`config.mk`:
```
export PLATFORM = sky130hd
export DESIGN_NAME = bitserial_sbox
export DESIGN_NICKNAME = d
export VERILOG_FILES = /design/src/rtl/bitserial_sbox_pkg.sv /design/src/rtl/bitserial_sbox_ctrl.sv /design/src/rtl/bitserial_sbox_dp.sv /design/src/rtl/bitserial_sbox.sv
export SDC_FILE = /design/constraint.sdc
export NUM_CORES = 1
export LEC_CHECK = 0
export ABC_AREA = 1
export BUFFER_PORTS_ARGS = -buffer_cell sky130_fd_sc_hd__buf_2
export CAP_MARGIN = 10
export CORE_UTILIZATION = 59
export DETAILED_ROUTE_END_ITERATION = 10
export GPL_ROUTABILITY_DRIVEN = 0
export PLACE_DENSITY = 0.72
export SETUP_SLACK_MARGIN = 0.5
export SLEW_MARGIN = 25
export SYNTH_ARGS = -nofsm -noshare
export SYNTH_HDL_FRONTEND = slang
export SYNTH_SLANG_ARGS = --single-unit
```
`constraint.sdc`:
```
create_clock -name clk -period 14.9 [get_ports clk]
set_input_delay 2.98 -clock clk [delete_from_list [all_inputs] [get_ports clk]]
set_output_delay 2.98 -clock clk [all_outputs]
set_load 0.05 [all_outputs]
```
`src/rtl/bitserial_sbox_pkg.sv`:
```
package bitserial_sbox_pkg;

  localparam int BYTE_W = 8;
  localparam int CNT_W  = $clog2(BYTE_W);
  localparam logic [BYTE_W-1:0] FIELD_POLY_LOW = 8'h1B;
  localparam logic [BYTE_W-1:0] AFFINE_CONST   = 8'h63;

  typedef logic [BYTE_W-1:0] gfByte_t;
  typedef gfByte_t [BYTE_W-1:0] gfCols_t;

  typedef struct packed {
    logic captureBit;
    logic loadOperand;
    logic evalStep;
    logic finishEval;
    logic shiftOut;
    logic outValid;
  } sboxCtl_t;

  function automatic gfByte_t gfMul(gfByte_t a, gfByte_t b);
    gfByte_t prod = '0;
    gfByte_t acc  = a;
    for (int i = 0; i < BYTE_W; i++) begin
      if (b[i]) prod = prod ^ acc;
      acc = acc[BYTE_W-1] ? ((acc << 1) ^ FIELD_POLY_LOW) : (acc << 1);
    end
    return prod;
  endfunction

  function automatic gfCols_t conjugates(gfByte_t b);
    gfCols_t c;
    c[0] = b;
    for (int i = 1; i < BYTE_W; i++) c[i] = gfMul(c[i-1], c[i-1]);
    return c;
  endfunction

  function automatic logic fullRank(gfCols_t v);
    gfCols_t m = v;
    gfByte_t t;
    int rank = 0;
    logic found;
    for (int col = 0; col < BYTE_W; col++) begin
      found = 1'b0;
      for (int row = 0; row < BYTE_W; row++) begin
        if (!found && row >= rank && m[row][col]) begin
          t = m[row]; m[row] = m[rank]; m[rank] = t; found = 1'b1;
        end
      end
      if (found) begin
        for (int row = 0; row < BYTE_W; row++)
          if (row != rank && m[row][col]) m[row] = m[row] ^ m[rank];
        rank++;
      end
    end
    return rank == BYTE_W;
  endfunction

  // Conjugates of the first element whose conjugates span the field.
  function automatic gfCols_t findNormalCols();
    gfCols_t best = '0;
    gfCols_t c;
    logic done = 1'b0;
    for (int cand = 1; cand < 256 && !done; cand++) begin
      c = conjugates(gfByte_t'(cand));
      if (fullRank(c)) begin
        best = c; done = 1'b1;
      end
    end
    return best;
  endfunction

  function automatic gfByte_t applyCols(gfCols_t cols, gfByte_t v);
    gfByte_t r = '0;
    for (int i = 0; i < BYTE_W; i++) if (v[i]) r = r ^ cols[i];
    return r;
  endfunction

  // Column k of the inverse map is the normal vector that maps to 2^k.
  function automatic gfCols_t invertCols(gfCols_t fwd);
    gfCols_t inv = '0;
    logic done;
    for (int k = 0; k < BYTE_W; k++) begin
      done = 1'b0;
      for (int a = 0; a < 256 && !done; a++) begin
        if (applyCols(fwd, gfByte_t'(a)) == gfByte_t'(1 << k)) begin
          inv[k] = gfByte_t'(a); done = 1'b1;
        end
      end
    end
    return inv;
  endfunction

  localparam gfCols_t NORM_TO_POLY = findNormalCols();
  localparam gfCols_t POLY_TO_NORM = invertCols(NORM_TO_POLY);

  function automatic gfByte_t gfInv(gfByte_t x);
    gfByte_t sq = x;
    gfByte_t r  = 8'h01;
    for (int i = 1; i < BYTE_W; i++) begin
      sq = gfMul(sq, sq);
      r  = gfMul(r, sq);
    end
    return r;
  endfunction

  // Lowest normal-basis coordinate of the inverse of a normal-basis operand.
  function automatic logic sStar(gfByte_t normOp);
    gfByte_t res = applyCols(POLY_TO_NORM, gfInv(applyCols(NORM_TO_POLY, normOp)));
    return res[0];
  endfunction

  function automatic gfByte_t affineOut(gfByte_t b);
    gfByte_t r = b ^ AFFINE_CONST;
    for (int s = 1; s <= 4; s++) r = r ^ ((b << s) | (b >> (BYTE_W - s)));
    return r;
  endfunction

endpackage

```
`src/rtl/bitserial_sbox_ctrl.sv`:
```
module bitserial_sbox_ctrl
  import bitserial_sbox_pkg::*;
(
  input  logic     clk,
  input  logic     rstN,
  input  logic     bitInValid,
  output sboxCtl_t ctl
);
  localparam logic [CNT_W-1:0] LAST = CNT_W'(BYTE_W - 1);
  localparam logic [CNT_W-1:0] ONE  = CNT_W'(1);

  logic [CNT_W-1:0] inCnt, evalCnt, outCnt;
  logic evalBusy, outBusy;
  logic byteClosed, evalLast;

  assign byteClosed = bitInValid && (inCnt == LAST);
  assign evalLast   = evalBusy && (evalCnt == LAST);

  always_ff @(posedge clk or negedge rstN) begin
    if (!rstN) begin
      inCnt <= '0;
    end else if (bitInValid) begin
      inCnt <= byteClosed ? '0 : inCnt + ONE;
    end
  end

  always_ff @(posedge clk or negedge rstN) begin
    if (!rstN) begin
      evalBusy <= 1'b0;
      evalCnt  <= '0;
    end else if (byteClosed) begin
      evalBusy <= 1'b1;
      evalCnt  <= '0;
    end else if (evalBusy) begin
      if (evalLast) evalBusy <= 1'b0;
      evalCnt <= evalCnt + ONE;
    end
  end

  always_ff @(posedge clk or negedge rstN) begin
    if (!rstN) begin
      outBusy <= 1'b0;
      outCnt  <= '0;
    end else if (evalLast) begin
      outBusy <= 1'b1;
      outCnt  <= '0;
    end else if (outBusy) begin
      if (outCnt == LAST) outBusy <= 1'b0;
      outCnt <= outCnt + ONE;
    end
  end

  always_comb begin
    ctl.captureBit  = bitInValid;
    ctl.loadOperand = byteClosed;
    ctl.evalStep    = evalBusy;
    ctl.finishEval  = evalLast;
    ctl.shiftOut    = outBusy;
    ctl.outValid    = outBusy;
  end
endmodule

```
`src/rtl/bitserial_sbox_dp.sv`:
```
module bitserial_sbox_dp
  import bitserial_sbox_pkg::*;
(
  input  logic     clk,
  input  logic     rstN,
  input  logic     bitIn,
  input  sboxCtl_t ctl,
  output logic     bitOut
);
  gfByte_t captureReg;   // incoming bits
  gfByte_t operandReg;   // rotating normal-basis operand
  gfByte_t coordAcc;     // collected normal-basis coordinates
  gfByte_t outReg;
  gfByte_t fullByte, rotated, finalNorm;
  logic    coordBit;

  assign fullByte  = {bitIn, captureReg[BYTE_W-1:1]};
  assign coordBit  = sStar(operandReg);
  assign finalNorm = {coordBit, coordAcc[BYTE_W-1:1]};

  // Rotate toward bit 0: step j evaluates coordinate j of the inverse.
  for (genvar i = 0; i < BYTE_W; i++) begin : g_rot
    assign rotated[i] = operandReg[(i + 1) % BYTE_W];
  end

  always_ff @(posedge clk or negedge rstN) begin
    if (!rstN) begin
      captureReg <= '0;
    end else if (ctl.captureBit) begin
      captureReg <= fullByte;
    end
  end

  always_ff @(posedge clk or negedge rstN) begin
    if (!rstN) begin
      operandReg <= '0;
    end else if (ctl.loadOperand) begin
      operandReg <= applyCols(POLY_TO_NORM, fullByte);
    end else if (ctl.evalStep) begin
      operandReg <= rotated;
    end
  end

  always_ff @(posedge clk or negedge rstN) begin
    if (!rstN) begin
      coordAcc <= '0;
    end else if (ctl.evalStep) begin
      coordAcc <= finalNorm;
    end
  end

  always_ff @(posedge clk or negedge rstN) begin
    if (!rstN) begin
      outReg <= '0;
    end else if (ctl.finishEval) begin
      outReg <= affineOut(applyCols(NORM_TO_POLY, finalNorm));
    end else if (ctl.shiftOut) begin
      outReg <= {1'b0, outReg[BYTE_W-1:1]};
    end
  end

  assign bitOut = outReg[0] & ctl.outValid;
endmodule

```
`src/rtl/bitserial_sbox.sv`:
```
module bitserial_sbox
  import bitserial_sbox_pkg::*;
(
  input  logic clk,
  input  logic rstN,
  input  logic bitIn,
  input  logic bitInValid,
  output logic bitOut,
  output logic bitOutValid
);
  sboxCtl_t ctl;

  bitserial_sbox_ctrl uCtrl (
    .clk        (clk),
    .rstN       (rstN),
    .bitInValid (bitInValid),
    .ctl        (ctl)
  );

  bitserial_sbox_dp uDp (
    .clk    (clk),
    .rstN   (rstN),
    .bitIn  (bitIn),
    .ctl    (ctl),
    .bitOut (bitOut)
  );

  assign bitOutValid = ctl.outValid;
endmodule

```
# Yosys cells after proc, flatten, opt, wreduce, memory -nomap -nowiden
# Cells that the tools add are included.
dict set report totals {
  register_bits 43
  latchBits 0
  ram_bits 0
  mem_bits_ro 0
  inputBits 4
  output_inout_bits 2
  word_cells 509
  n_memories 0
}
dict set report classes {
  n_addsub 3
  mul 0
  div 0
  n_lt_le_gt_ge 0
  n_eq_ne 3
  shifts 0
  mux 264
  bitwise 226
  n_reduce_logical 4
}
# cell count
set op_table {}
lappend op_table {{$mux 8} 133}
lappend op_table {{$xor 8x8->8} 88}
lappend op_table {{$mux 5} 93}
lappend op_table {{$not 4->4} 102}
lappend op_table {{$mux 7} 12}
lappend op_table {{$xor 7x7->7} 7}
lappend op_table {{$mux 6} 8}
lappend op_table {{$mux 3} 6}
lappend op_table {{$not 3->3} 6}
lappend op_table {{$not 6->6} 3}
lappend op_table {{$add 3x1->3 const B} 3}
lappend op_table {{$eq 3x3->1 const B} 3}
lappend op_table {{$mux 1} 9}
lappend op_table {{$mux 4} 2}
lappend op_table {{$or 8x1->8} 1}
lappend op_table {{$or 8x2->8} 1}
lappend op_table {{$or 8x3->8} 1}
lappend op_table {{$or 8x4->8} 1}
lappend op_table {{$not 1->1 const A} 7}
lappend op_table {{$not 1->1} 5}
lappend op_table {{$not 4->5} 1}
lappend op_table {{$not 5->5} 1}
lappend op_table {{$not 3->4} 1}
lappend op_table {{$reduce_bool 2->1} 2}
lappend op_table {{other kinds (3)} 4}

# Logic depth before layout (Yosys ltp)
# Gate-level depths: netlist of the first run.
dict set report logic_depth {
  word_depth 162
  depth_mapped 149
  depth_no_buf 142
}

# Hierarchy
# Synthesis of the first run repeated with hierarchy kept, for this count alone.
dict set report hier_totals {
  hier_cells 4043
  area_unflattened_um2 22945.8
}
# module instances cells_each area_per_inst_um2 seq_area_each_um2
set by_module_without_submodules {}
lappend by_module_without_submodules {bitserial_sbox_dp 1 3981 22380.2 750.7}
lappend by_module_without_submodules {bitserial_sbox_ctrl 1 62 565.5 275.3}

# Worst setup path after synthesis of the first run
# Ideal clock, no wire load.
dict set report synth_path {
  kind {register -> register}
  start {register uDp.operandReg[7]}
  end {register uDp.outReg[5]}
  setup_time_ps 116
  arrival_ps 12334
  required_ps 14784
  path_slack_ps 2450
  stages_incl_launch_ff 110
  path_buffers 10
  synth_period_minus_slack_ps 12450
  cell_sequence {dfrtp_1 > buf_6 > xor2_4 > inv_2 > nand2_8 > nand2_4 > buf_12 > ha_1 > nor2_1 > inv_2 > nand2_1 > nor2_1 > inv_1 > nand2_2 > nand2_1 > xor2_1 > nand3b_1 > nand2_1 > [74 not listed] > nand2_1 > nand2_1 > nand2_2 > nand2_2 > inv_1 > nand3_1 > nand2_1 > nand2_2 > nand2_1 > nand2_2 > nand2_2 > nand2_2 > nand3_1 > nand2_2 > nand2_1 > nand3_1 > nand2_1 > nand2_1}
}
dict set report synth_between {
  elab_chain_len 138
  elab_cells_between_ends 403
  cone_classes {mux: 214; bitwise: 189}
}
# element line
set synth_lines {}
lappend synth_lines {{from (decl)} bitserial_sbox_dp.sv:11} ;# gfByte_t operandReg;
lappend synth_lines {{from (signal assigned)} bitserial_sbox_dp.sv:38} ;# operandReg <= applyCols(POLY_TO_NORM, fullByte);
lappend synth_lines {{from (signal assigned)} bitserial_sbox_dp.sv:40} ;# operandReg <= rotated;
lappend synth_lines {{$mux 8 *} bitserial_sbox_pkg.sv:74} ;# for (int i = 0; i < BYTE_W; i++) if (v[i]) r = r ^ cols[i];
lappend synth_lines {{$mux 8 / $mux 5 (equally long branches)} {bitserial_sbox_pkg.sv:24, bitserial_sbox_pkg.sv:25}}
lappend synth_lines {{$xor 8x8->8} bitserial_sbox_pkg.sv:24} ;# if (b[i]) prod = prod ^ acc;
lappend synth_lines {{$mux 8} bitserial_sbox_pkg.sv:24}
lappend synth_lines {{$xor 8x8->8} bitserial_sbox_pkg.sv:24}
lappend synth_lines {{$mux 8} bitserial_sbox_pkg.sv:24}
lappend synth_lines {{$xor 8x8->8} bitserial_sbox_pkg.sv:24}
lappend synth_lines {{$mux 8} bitserial_sbox_pkg.sv:24}
lappend synth_lines {{[121 not listed]} -}
lappend synth_lines {{$not 1->1 (no line)} -}
lappend synth_lines {{$mux 1 *} bitserial_sbox_pkg.sv:74}
lappend synth_lines {{$mux 6 *} bitserial_sbox_pkg.sv:74}
lappend synth_lines {{$mux 8 *} bitserial_sbox_pkg.sv:74}
lappend synth_lines {{$mux 8 *} bitserial_sbox_dp.sv:55} ;# end else if (ctl.finishEval) begin
lappend synth_lines {{$or 8x3->8 *} bitserial_sbox_pkg.sv:114} ;# for (int s = 1; s <= 4; s++) r = r ^ ((b << s) | (b >> (BYTE_W - s)));
lappend synth_lines {{$xor 8x8->8 * (2 in series)} bitserial_sbox_pkg.sv:114}
lappend synth_lines {{$mux 8 *} bitserial_sbox_dp.sv:55}
lappend synth_lines {{to (signal assigned)} bitserial_sbox_dp.sv:56} ;# outReg <= affineOut(applyCols(NORM_TO_POLY, finalNorm));
lappend synth_lines {{to (signal assigned)} bitserial_sbox_dp.sv:58} ;# outReg <= {1'b0, outReg[BYTE_W-1:1]};
lappend synth_lines {{to (decl)} bitserial_sbox_dp.sv:13} ;# gfByte_t outReg;
# Every way passes the cells marked *; elsewhere a longest branch is shown, timed or not. The select of a mux whose other input is x is not followed.
# A chain may end at the register's enable or synchronous reset.

# Worst setup path after layout of the first run
dict set report layout_path {
  start {register uDp.operandReg[6]}
  end {register uDp.outReg[5]}
}
dict set report layout_between {
  elab_chain_len 140
  elab_cells_between_ends 405
  cone_classes {mux: 215; bitwise: 190}
}
# element line
set layout_lines {}
lappend layout_lines {{$mux 8 *} bitserial_sbox_pkg.sv:74}
lappend layout_lines {{$not 4->4 (no line)} -}
lappend layout_lines {{$mux 8 *} bitserial_sbox_pkg.sv:74}
lappend layout_lines {{$mux 5 / $mux 8 (equally long branches)} {bitserial_sbox_pkg.sv:25, bitserial_sbox_pkg.sv:24}}
lappend layout_lines {{$xor 8x8->8} bitserial_sbox_pkg.sv:24}
lappend layout_lines {{$mux 8} bitserial_sbox_pkg.sv:24}
lappend layout_lines {{$xor 8x8->8} bitserial_sbox_pkg.sv:24}
lappend layout_lines {{$mux 8} bitserial_sbox_pkg.sv:24}
lappend layout_lines {{[123 not listed]} -}
lappend layout_lines {{$not 1->1 (no line)} -}
lappend layout_lines {{$mux 1 *} bitserial_sbox_pkg.sv:74}
lappend layout_lines {{$mux 6 *} bitserial_sbox_pkg.sv:74}
lappend layout_lines {{$mux 8 *} bitserial_sbox_pkg.sv:74}
lappend layout_lines {{$mux 8 *} bitserial_sbox_dp.sv:55}
lappend layout_lines {{$or 8x3->8 *} bitserial_sbox_pkg.sv:114}
lappend layout_lines {{$xor 8x8->8 * (2 in series)} bitserial_sbox_pkg.sv:114}
lappend layout_lines {{$mux 8 *} bitserial_sbox_dp.sv:55}
# Marks and branches as above.

==> impl_metrics.toml, run 1 <==
[floorplanning]
start_util_pct = 59.8
ioPinCount = 6
core_area_um2 = 36600
rows = 70
fp.dieH_um = 195
die_x_um = 195
dieArea_um2 = 37900

[routing]
drc_errors = 0
routed_wl_mm = 62.9
wl_per_cell_um = 13.8
dr.pass1.iters = 7
vias_per_cell = 5.46
postRouteAntennaNets = 0
drt_iter0_drc = 2240
via_count = 24933

[timing]
rsz0062_at_grt = "false"
period_needed_ns = 13.21
min_period_over_period_pct = 88.7
max_freq_mhz = 75.7
worstMarginPinSlew_ns = 0.664
skew_ns = 0.00667
finalSetupTns_ns = 0
setup_viol = 0
relSlewSlack_pct = 55.8
final-hold-violation-count = 0
maxSlewViolCount = 0

[run_status]
status = "finished clean"

[setup_path]
startpoint_type = "flip-flop"
required_ns = 15.08
cp_top_family = "simple AND/OR/NAND/NOR gates"
worst-path-max-fanout = 21
r2r_slack_ns = 1.69
end_kind = "flip-flop"
slowest_delay_ns = 0.48
path_class = "reg2reg"
cpMaxStageDelayCell = "dfrtp_2"
path_buf_inv = 25
crit_top_cell = "nand2_1"
worstPathArrival_ns = 13.39

[synthesis]
async_reset_ff_share_pct = 100
yosysMostFrequentCell = "nand2_1"
ys_ff_latch = 41
syn_avg_cell_area_um2 = 5.35
yosys-top-cells-area = "nand2_1 (28%), nand3_1 (13%), nand2_2 (7.4%)"
seq_area_frac_synth_pct = 4.68
ys.flop_type = "dfrtp_1"
synth-edff-count = 0
syn_inst = 4093
synth_top_area_share_pct = 28.4
syn_nets = 4110
ys_types = 62
yosys.area.top_type = "nand2_1"
synth_commonest_cells = "nand2_1 (1660), nand3_1 (577), inv_1 (377)"
netlist_area_um2 = 21900
yosys_warnings = 0

[final_layout]
layout-drive-gt1-share_pct = 18.8
fin_nets = 4111
syn_to_final_growth_pct = 4.98
final_cell_area_um2 = 23000

[grt]
antenna_found_initial = 3
grt_pass1_wl_mm = 101
overflow = 0
grt_max_degree = 42
track_usage_pct = 31.6
grt_pass1_vias = 21472

[clocking]
clock_latency_ns = 0.29
cts.path.max_buffers = 2
cts_root_buffer = "clkbuf_16"
cts_tree = "yes"
ctsHoldBuffers = 0
numCtsBuffers = 5
cts_max_level = 2
cts_sinks = 41
clkSlewWorstSetupHoldPaths_ns = 0.07

[place]
place_area_um2 = 21700
dp.final_hpwl_mm = 47.9
portBuffers = 5

[job]
maxCapViolations = 0

[min_path]
hp-class = "reg2reg"
layout make-up:
cell class	count	area [um^2]
Antenna cell	1	2.50
Clock buffer	5	125
Clock inverter	3	25.0
Fill cell	3742	13600
Inverter	504	2030
Multi-Input combinational cell	3442	18400
Sequential cell	41	1030
Tap cell	468	586
Timing Repair Buffer	100	810
repair_timing:
| item | 4_1_cts | 5_1_grt |
|---|---|---|
| setup endpoints to repair | 5 | 6 |
| buffers inserted | 0 | 65 |
| pin swaps | 0 | 31 |
| gates cloned | 0 | 5 |
| resized for setup | 2 | 119 |
through the flow:
step	utilization [%]	worst slack (ns)	std cells	hold WS [ns]
3_5_place_dp	59.3	0.391	4485	0.469
2_1_floorplan	-	2.45	4093	0.446
5_1_grt	62.8	0.445	4563	0.508
6_report	62.8	1.69	4564	0.486
3_3_place_gp	59.3	0.627	4485	0.462
4_1_cts	59.7	0.544	4493	0.488
logic make-up (layout without fill, tap and decap cells):
kind of cell    count (synthesis)  count (layout)  share of synthesized area (%)
mux                             2               2                          0.103
xor+xnor                      220             220                           10.3
other cells                     0               1                              0
compound gates                158             158                           4.11
simple gates                 3044            3049                           66.4
flops                          41              41                           4.68
buf+inv                       615             612                           13.7
fa+ha+maj                      13              13                          0.743
final timing paths:
check / start / to / cells after the start
max: uDp.operandReg[6] / uDp.outReg[5] / 125
min: uCtrl.inCnt[0] / uCtrl.inCnt[0] / 1
max reg2reg: uDp.operandReg[6] / uDp.outReg[5] / 125
min reg2reg: uCtrl.inCnt[0] / uCtrl.inCnt[0] / 1
max in group asynchronous: rstN / uDp.operandReg[7] / 1
min in group asynchronous: rstN / uCtrl.inCnt[1] / 1
cells in the final DEF (no fill, tap or decap), types with 9 or more instances in the layout:
master	netlist	final
nand2_1	1660	1637
nand3_1	577	573
inv_1	377	376
nand2_2	258	257
nor2_1	210	209
xor2_1	137	127
nand2_4	90	107
buf_4	17	87
inv_2	94	83
nand4_1	68	68
nand3b_1	65	65
nand3_2	55	57
o21ai_0	59	57
xnor2_1	53	52
dfrtp_1	41	37
o21ai_1	34	35
nor2_2	27	28
a21oi_1	26	26
inv_4	18	24
xor2_2	16	23
nand2_8	2	14
o211ai_1	12	12
or2_1	11	11
o21bai_1	11	11
ha_1	13	10
nor2_4	9	9
clkinv_1	9	9
routing by layer:
layer	wire length (um)	GRT usage, %	share of wire, %	vias up
li1	-	-	-	12826
met1	27500	42.0	44	10982
met2	28500	52.7	45	976
met3	5080	3.89	8.1	145
met4	1720	10.4	2.7	4
met5	18	0	0.029	-
state kept, by name (all words and copies together), names as in the netlist:
name,flops
uCtrl.inCnt,3
uDp.outReg,8
uDp.operandReg,8
uCtrl.evalBusy,1
uCtrl.evalCnt,3
uDp.coordAcc,7
uCtrl.outBusy,1
uCtrl.outCnt,3
uDp.captureReg,7
Power of run 1 is not shown: default switching activity piles up to over one toggle a cycle in this logic, so the estimate is an artifact.
==> run 2, diff against run 1 <==
- BUFFER_PORTS_ARGS: -buffer_cell sky130_fd_sc_hd__buf_2 -> -buffer_cell sky130_fd_sc_hd__buf_4
==> impl_metrics.toml, run 2 (synthesis results as in run 1) <==
[run_status]
status = "finished clean"

[clocking]
cts_root_buffer = "clkbuf_16"
cts_max_level = 2
numCtsBuffers = 5
clock_latency_ns = 0.29
clkSlewWorstSetupHoldPaths_ns = 0.06
ctsHoldBuffers = 0
cts_sinks = 41
cts.path.max_buffers = 2
cts_tree = "yes"

[min_path]
hp-class = "reg2reg"

[final_layout]
seqCellArea_um2 = 1030
syn_to_final_growth_pct = 4.54
fin_nets = 4102
instances_no_fill = 4554
fill_cells = 3745
final_common_cell = "nand2_1"
multiInputGateArea_um2 = 18400
fin_util_pct = 62.6
largest_registers = "uDp.operandReg (8), uDp.outReg (8)"
layout-drive-gt1-share_pct = 18.4
layout_common_cells = "nand2_1 (1638), nand3_1 (573), inv_1 (375)"
diodes = 0

[setup_path]
startpoint_type = "flip-flop"
crit_top_cell = "nand2_1"
end_kind = "flip-flop"
worstPathArrival_ns = 13.35
required_ns = 15.08
cp_top_family = "simple AND/OR/NAND/NOR gates"
path_class = "reg2reg"
path_buf_inv = 17
cpMaxStageDelayCell = "dfrtp_4"
slowest_delay_ns = 0.58
worst-path-max-fanout = 16

[timing]
relSlewSlack_pct = 59.2
setup_viol = 0
skew_ns = 0.00350
min_period_over_period_pct = 88.4
period_needed_ns = 13.17
maxSlewViolCount = 0
setup_ws_ns = 1.73
max_freq_mhz = 75.9
final-hold-violation-count = 0
rsz0062_at_grt = "false"
finalSetupTns_ns = 0
worstMarginPinSlew_ns = 0.612

[floorplanning]
rows = 70
core_area_um2 = 36600
fp.dieH_um = 195
ioPinCount = 6
start_util_pct = 59.8
dieArea_um2 = 37900
die_x_um = 195

[grt]
grt_pass1_vias = 21372
overflow = 0
track_usage_pct = 31.4
grt_pass1_wl_mm = 102
grt_max_degree = 42
antenna_found_initial = 0

[routing]
postRouteAntennaNets = 0
wl_per_cell_um = 13.8
drt_iter0_drc = 2013
drc_errors = 0
dr.pass1.iters = 6
via_count = 25028
vias_per_cell = 5.50
routed_wl_mm = 62.7

[place]
dp_cells = 4483
dp.final_hpwl_mm = 47.6
post-place-ws_ns = 0.389
portBuffers = 5

[job]
maxCapViolations = 0
## run 2: cell count changes in the layout (fill, tap and decap cells not counted), moves of 2 or more
cell | before | now
buf_2 | 4 | 0
nand2_2 | 257 | 255
buf_12 | 4 | 1
xor2_1 | 127 | 131
nand2_8 | 14 | 17
xor2_2 | 23 | 20
nand2_4 | 107 | 105
## run 2: worst paths after layout
check	start	endpoint	slack, ns	cells after the start
worst max register to register	uDp.operandReg[7]	uDp.outReg[1]	1.73	112
worst max-delay path	uDp.operandReg[7]	uDp.outReg[1]	1.73	112
worst min-delay path	uCtrl.inCnt[0]	uCtrl.inCnt[0]	0.47	1
worst min register to register	uCtrl.inCnt[0]	uCtrl.inCnt[0]	0.47	1
max in group asynchronous	rstN	uDp.operandReg[7]	11.85	1
min in group asynchronous	rstN	uDp.captureReg[4]	2.67	1
## run 2: cell type report
cell class                 instances  area share [%]
clock buffer                       6           0.563
inverter                         504            8.90
multi-input combinational       3442            80.2
sequential                        41            4.51
clock inverter                     2           0.169
tap                              468            2.56
timing repair buffer              91            3.10
## run 2: worst reg2reg max path: cells and delay by family (launching register included)
kind	cells	cell delay, ns
buffers and inverters	17	1.72
adder cells (fa/ha/maj)	2	0.68
XOR/XNOR	6	1.46
AO/OA/AOI/OAI	2	0.25
AND/OR/NAND/NOR	85	8.42
flip-flops	1	0.58
## run 2: repair_timing
action                                  CTS  global route
resized for setup                         2           116
endpoints found under the setup margin    5             6
buffers inserted                          0            58
pin swaps                                 0            28
gates cloned                              0             5
## run 2: routing by layer
metal  vias up  track usage [%]  share of wire [%]
li1      12802                -                  -
met4         0             7.58                2.7
met3       138             1.89                6.9
met5         -                0                  0
met2       959             54.6                 46
met1     11129             42.2                 44
## run 2: metrics by stage
stage | hold slack, ns | instance area (um^2)
finish | 0.471 | 22900
global route | 0.495 | 22900
CTS | 0.478 | 21900
detailed placement | 0.465 | 21700
global placement | 0.465 | 21700
floorplan | 0.446 | 21900
Power of run 2 is left out for the same reason.
==> run 3, diff against run 2 <==
- ABC_AREA: 1 -> 0
==> impl_metrics.toml, run 3 <==
[run_status]
status = "finished with violations"
violations = "negative setup slack"

[synthesis]
syn_avg_cell_area_um2 = 7.52
synth_commonest_cells = "xnor2_1 (461), nand2_1 (246), nor2_1 (235)"
netlist_area_um2 = 17500
synth-edff-count = 0
yosys_warnings = 0
yosysMostFrequentCell = "xnor2_1"
yosys.area.top_type = "xnor2_1"
syn_inst = 2322
seq_area_frac_synth_pct = 5.88
ys_types = 102
ys.flop_type = "dfrtp_1"
async_reset_ff_share_pct = 100
synth_top_area_share_pct = 23.1
yosys-top-cells-area = "xnor2_1 (23%), xor2_1 (6.3%), dfrtp_1 (5.9%)"
ys_ff_latch = 41
syn_nets = 2339

[setup_path]
slowest_delay_ns = 0.50
rr_endpoint = "uDp.outReg[0]"
required_ns = 15.05
startpoint_type = "flip-flop"
worst-path-max-fanout = 6
reg2reg_from = "uDp.operandReg[6]"
ff2ff_path_depth = 69
cpMaxStageDelayCell = "or4_1"
end_kind = "flip-flop"
path_class = "reg2reg"
worstPathArrival_ns = 15.30
cp_top_family = "compound AO/OA/AOI/OAI gates"
cp.depth = 69
r2r_slack_ns = -0.25
path_buf_inv = 8
startpoint = "uDp.operandReg[6]"

[clocking]
clock_latency_ns = 0.28
cts.path.max_buffers = 2
ctsHoldBuffers = 0
cts_root_buffer = "clkbuf_16"
clkSlewWorstSetupHoldPaths_ns = 0.06
numCtsBuffers = 5
cts_max_level = 2
cts_tree = "yes"
cts_sinks = 41

[timing]
min_period_over_period_pct = 102
setup_ws_ns = -0.253
max_freq_mhz = 66.0
skew_ns = 0.00294
period_needed_ns = 15.15
setup_viol = 5
maxSlewViolCount = 0
final-hold-violation-count = 0
rsz0062_at_grt = "true"
worstMarginPinSlew_ns = 0.945
relSlewSlack_pct = 36.6

[routing]
wl_per_cell_um = 18.8
via_count = 17597
postRouteAntennaNets = 0
drt_iter0_drc = 1795
dr.pass1.iters = 7
vias_per_cell = 6.26
drc_errors = 0
routed_wl_mm = 52.9

[grt]
grtUsageMet3_pct = 2.76
antenna_found_initial = 0
grt_pass1_vias = 16468
overflow = 0
track_usage_pct = 32.9
grt_pass1_wl_mm = 83.6
grt_max_degree = 42
grt_util_met1_pct = 44.0
top_usage_layer = "met2"
grt_use_met2_pct = 56.7

[place]
portBuffers = 5
dp_cells = 2714
dp.final_hpwl_mm = 37.3

[final_layout]
instances_no_fill = 2809
largest_registers = "uDp.operandReg (8), uDp.outReg (8)"
syn_to_final_growth_pct = 19.1
fin_nets = 2441
layout_common_cells = "xnor2_1 (407), nand2_1 (244), buf_4 (244)"
diodes = 0
layout-drive-gt1-share_pct = 23.3
final_common_cell = "xnor2_1"

[job]
maxCapViolations = 0

[floorplanning]
ioPinCount = 6
rows = 62
dieArea_um2 = 30300
core_area_um2 = 28900
die_x_um = 174
fp.dieH_um = 174
start_util_pct = 60.3

[min_path]
holdCritStartpoint = "uDp.outReg[7]"
hp-class = "reg2reg"
min_path_cells = 2
hold_end = "uDp.outReg[7]"
run 3: cell count changes after synthesis, sizes merged, moves of 62 or more:
cell / change
a21oi: +118
nand3: -583
mux2i: +69
xnor2: +451
nand3b: -62
inv: -461
clkbuf: +64
nand2: -1764
run 3: layer usage:
| metal | wire, um | share of wire (%) |
|---|---|---|
| met1 | 22000 | 42 |
| met2 | 25500 | 48 |
| met3 | 4050 | 7.7 |
| met4 | 1310 | 2.5 |
| met5 | 0 | 0 |
run 3: kinds of logic (layout without fill, tap and decap cells):
kind of cell / count (synthesis) / after routing / synth area share, %
compound gates: 530 / 530 / 19.6
buf+inv: 197 / 300 / 4.90
mux: 105 / 105 / 6.47
flops: 41 / 41 / 5.88
simple gates: 730 / 730 / 18.8
fa+ha+maj: 14 / 14 / 0.989
xor+xnor: 705 / 705 / 43.4
run 3: layout make-up:
cell class | count | area (um^2)
Clock buffer | 6 | 129
Clock inverter | 2 | 38.8
Fill cell | 2222 | 8140
Inverter | 35 | 134
Multi-Input combinational cell | 2084 | 17000
Sequential cell | 41 | 1030
Tap cell | 384 | 480
Timing Repair Buffer | 257 | 2010
run 3: repair_timing:
item	in CTS	in global routing
cloned	1	0
hold endpoints to repair	0	0
pin swaps	68	44
setup endpoints to repair	5	5
gates resized for setup	56	93
setup buffers	39	47
run 3: through the flow:
stage          util (%)  TNS (ns)  area (um^2)  hold slack (ns)  setup WS [ns]
2_1_floorplan         -    -0.118        17900            0.469         -0.118
4_1_cts            68.4    -0.692        19800            0.516         -0.147
5_1_grt            71.9     -3.75        20800            0.547         -0.782
6_report           71.9     -1.15        20800            0.512         -0.253
3_3_place_gp       65.7    -0.958        19000            0.489         -0.284
3_5_place_dp       65.8     -2.68        19000            0.502         -0.606
run 3: worst max path at each step:
stage                      endpoint  slack, ns
finish                uDp.outReg[0]      -0.25
global route          uDp.outReg[0]      -0.78
CTS                 uDp.coordAcc[7]      -0.15
detailed placement  uDp.coordAcc[7]      -0.61
global placement    uDp.coordAcc[7]      -0.28
floorplan           uDp.coordAcc[7]      -0.12
run 3: worst min-delay path, cell delays in order (launching register included):
cell and delay (ns):
dfrtp_1 0.34, nand3_1 0.06, o21ai_0 0.07
Power of run 3 is left out for the same reason.
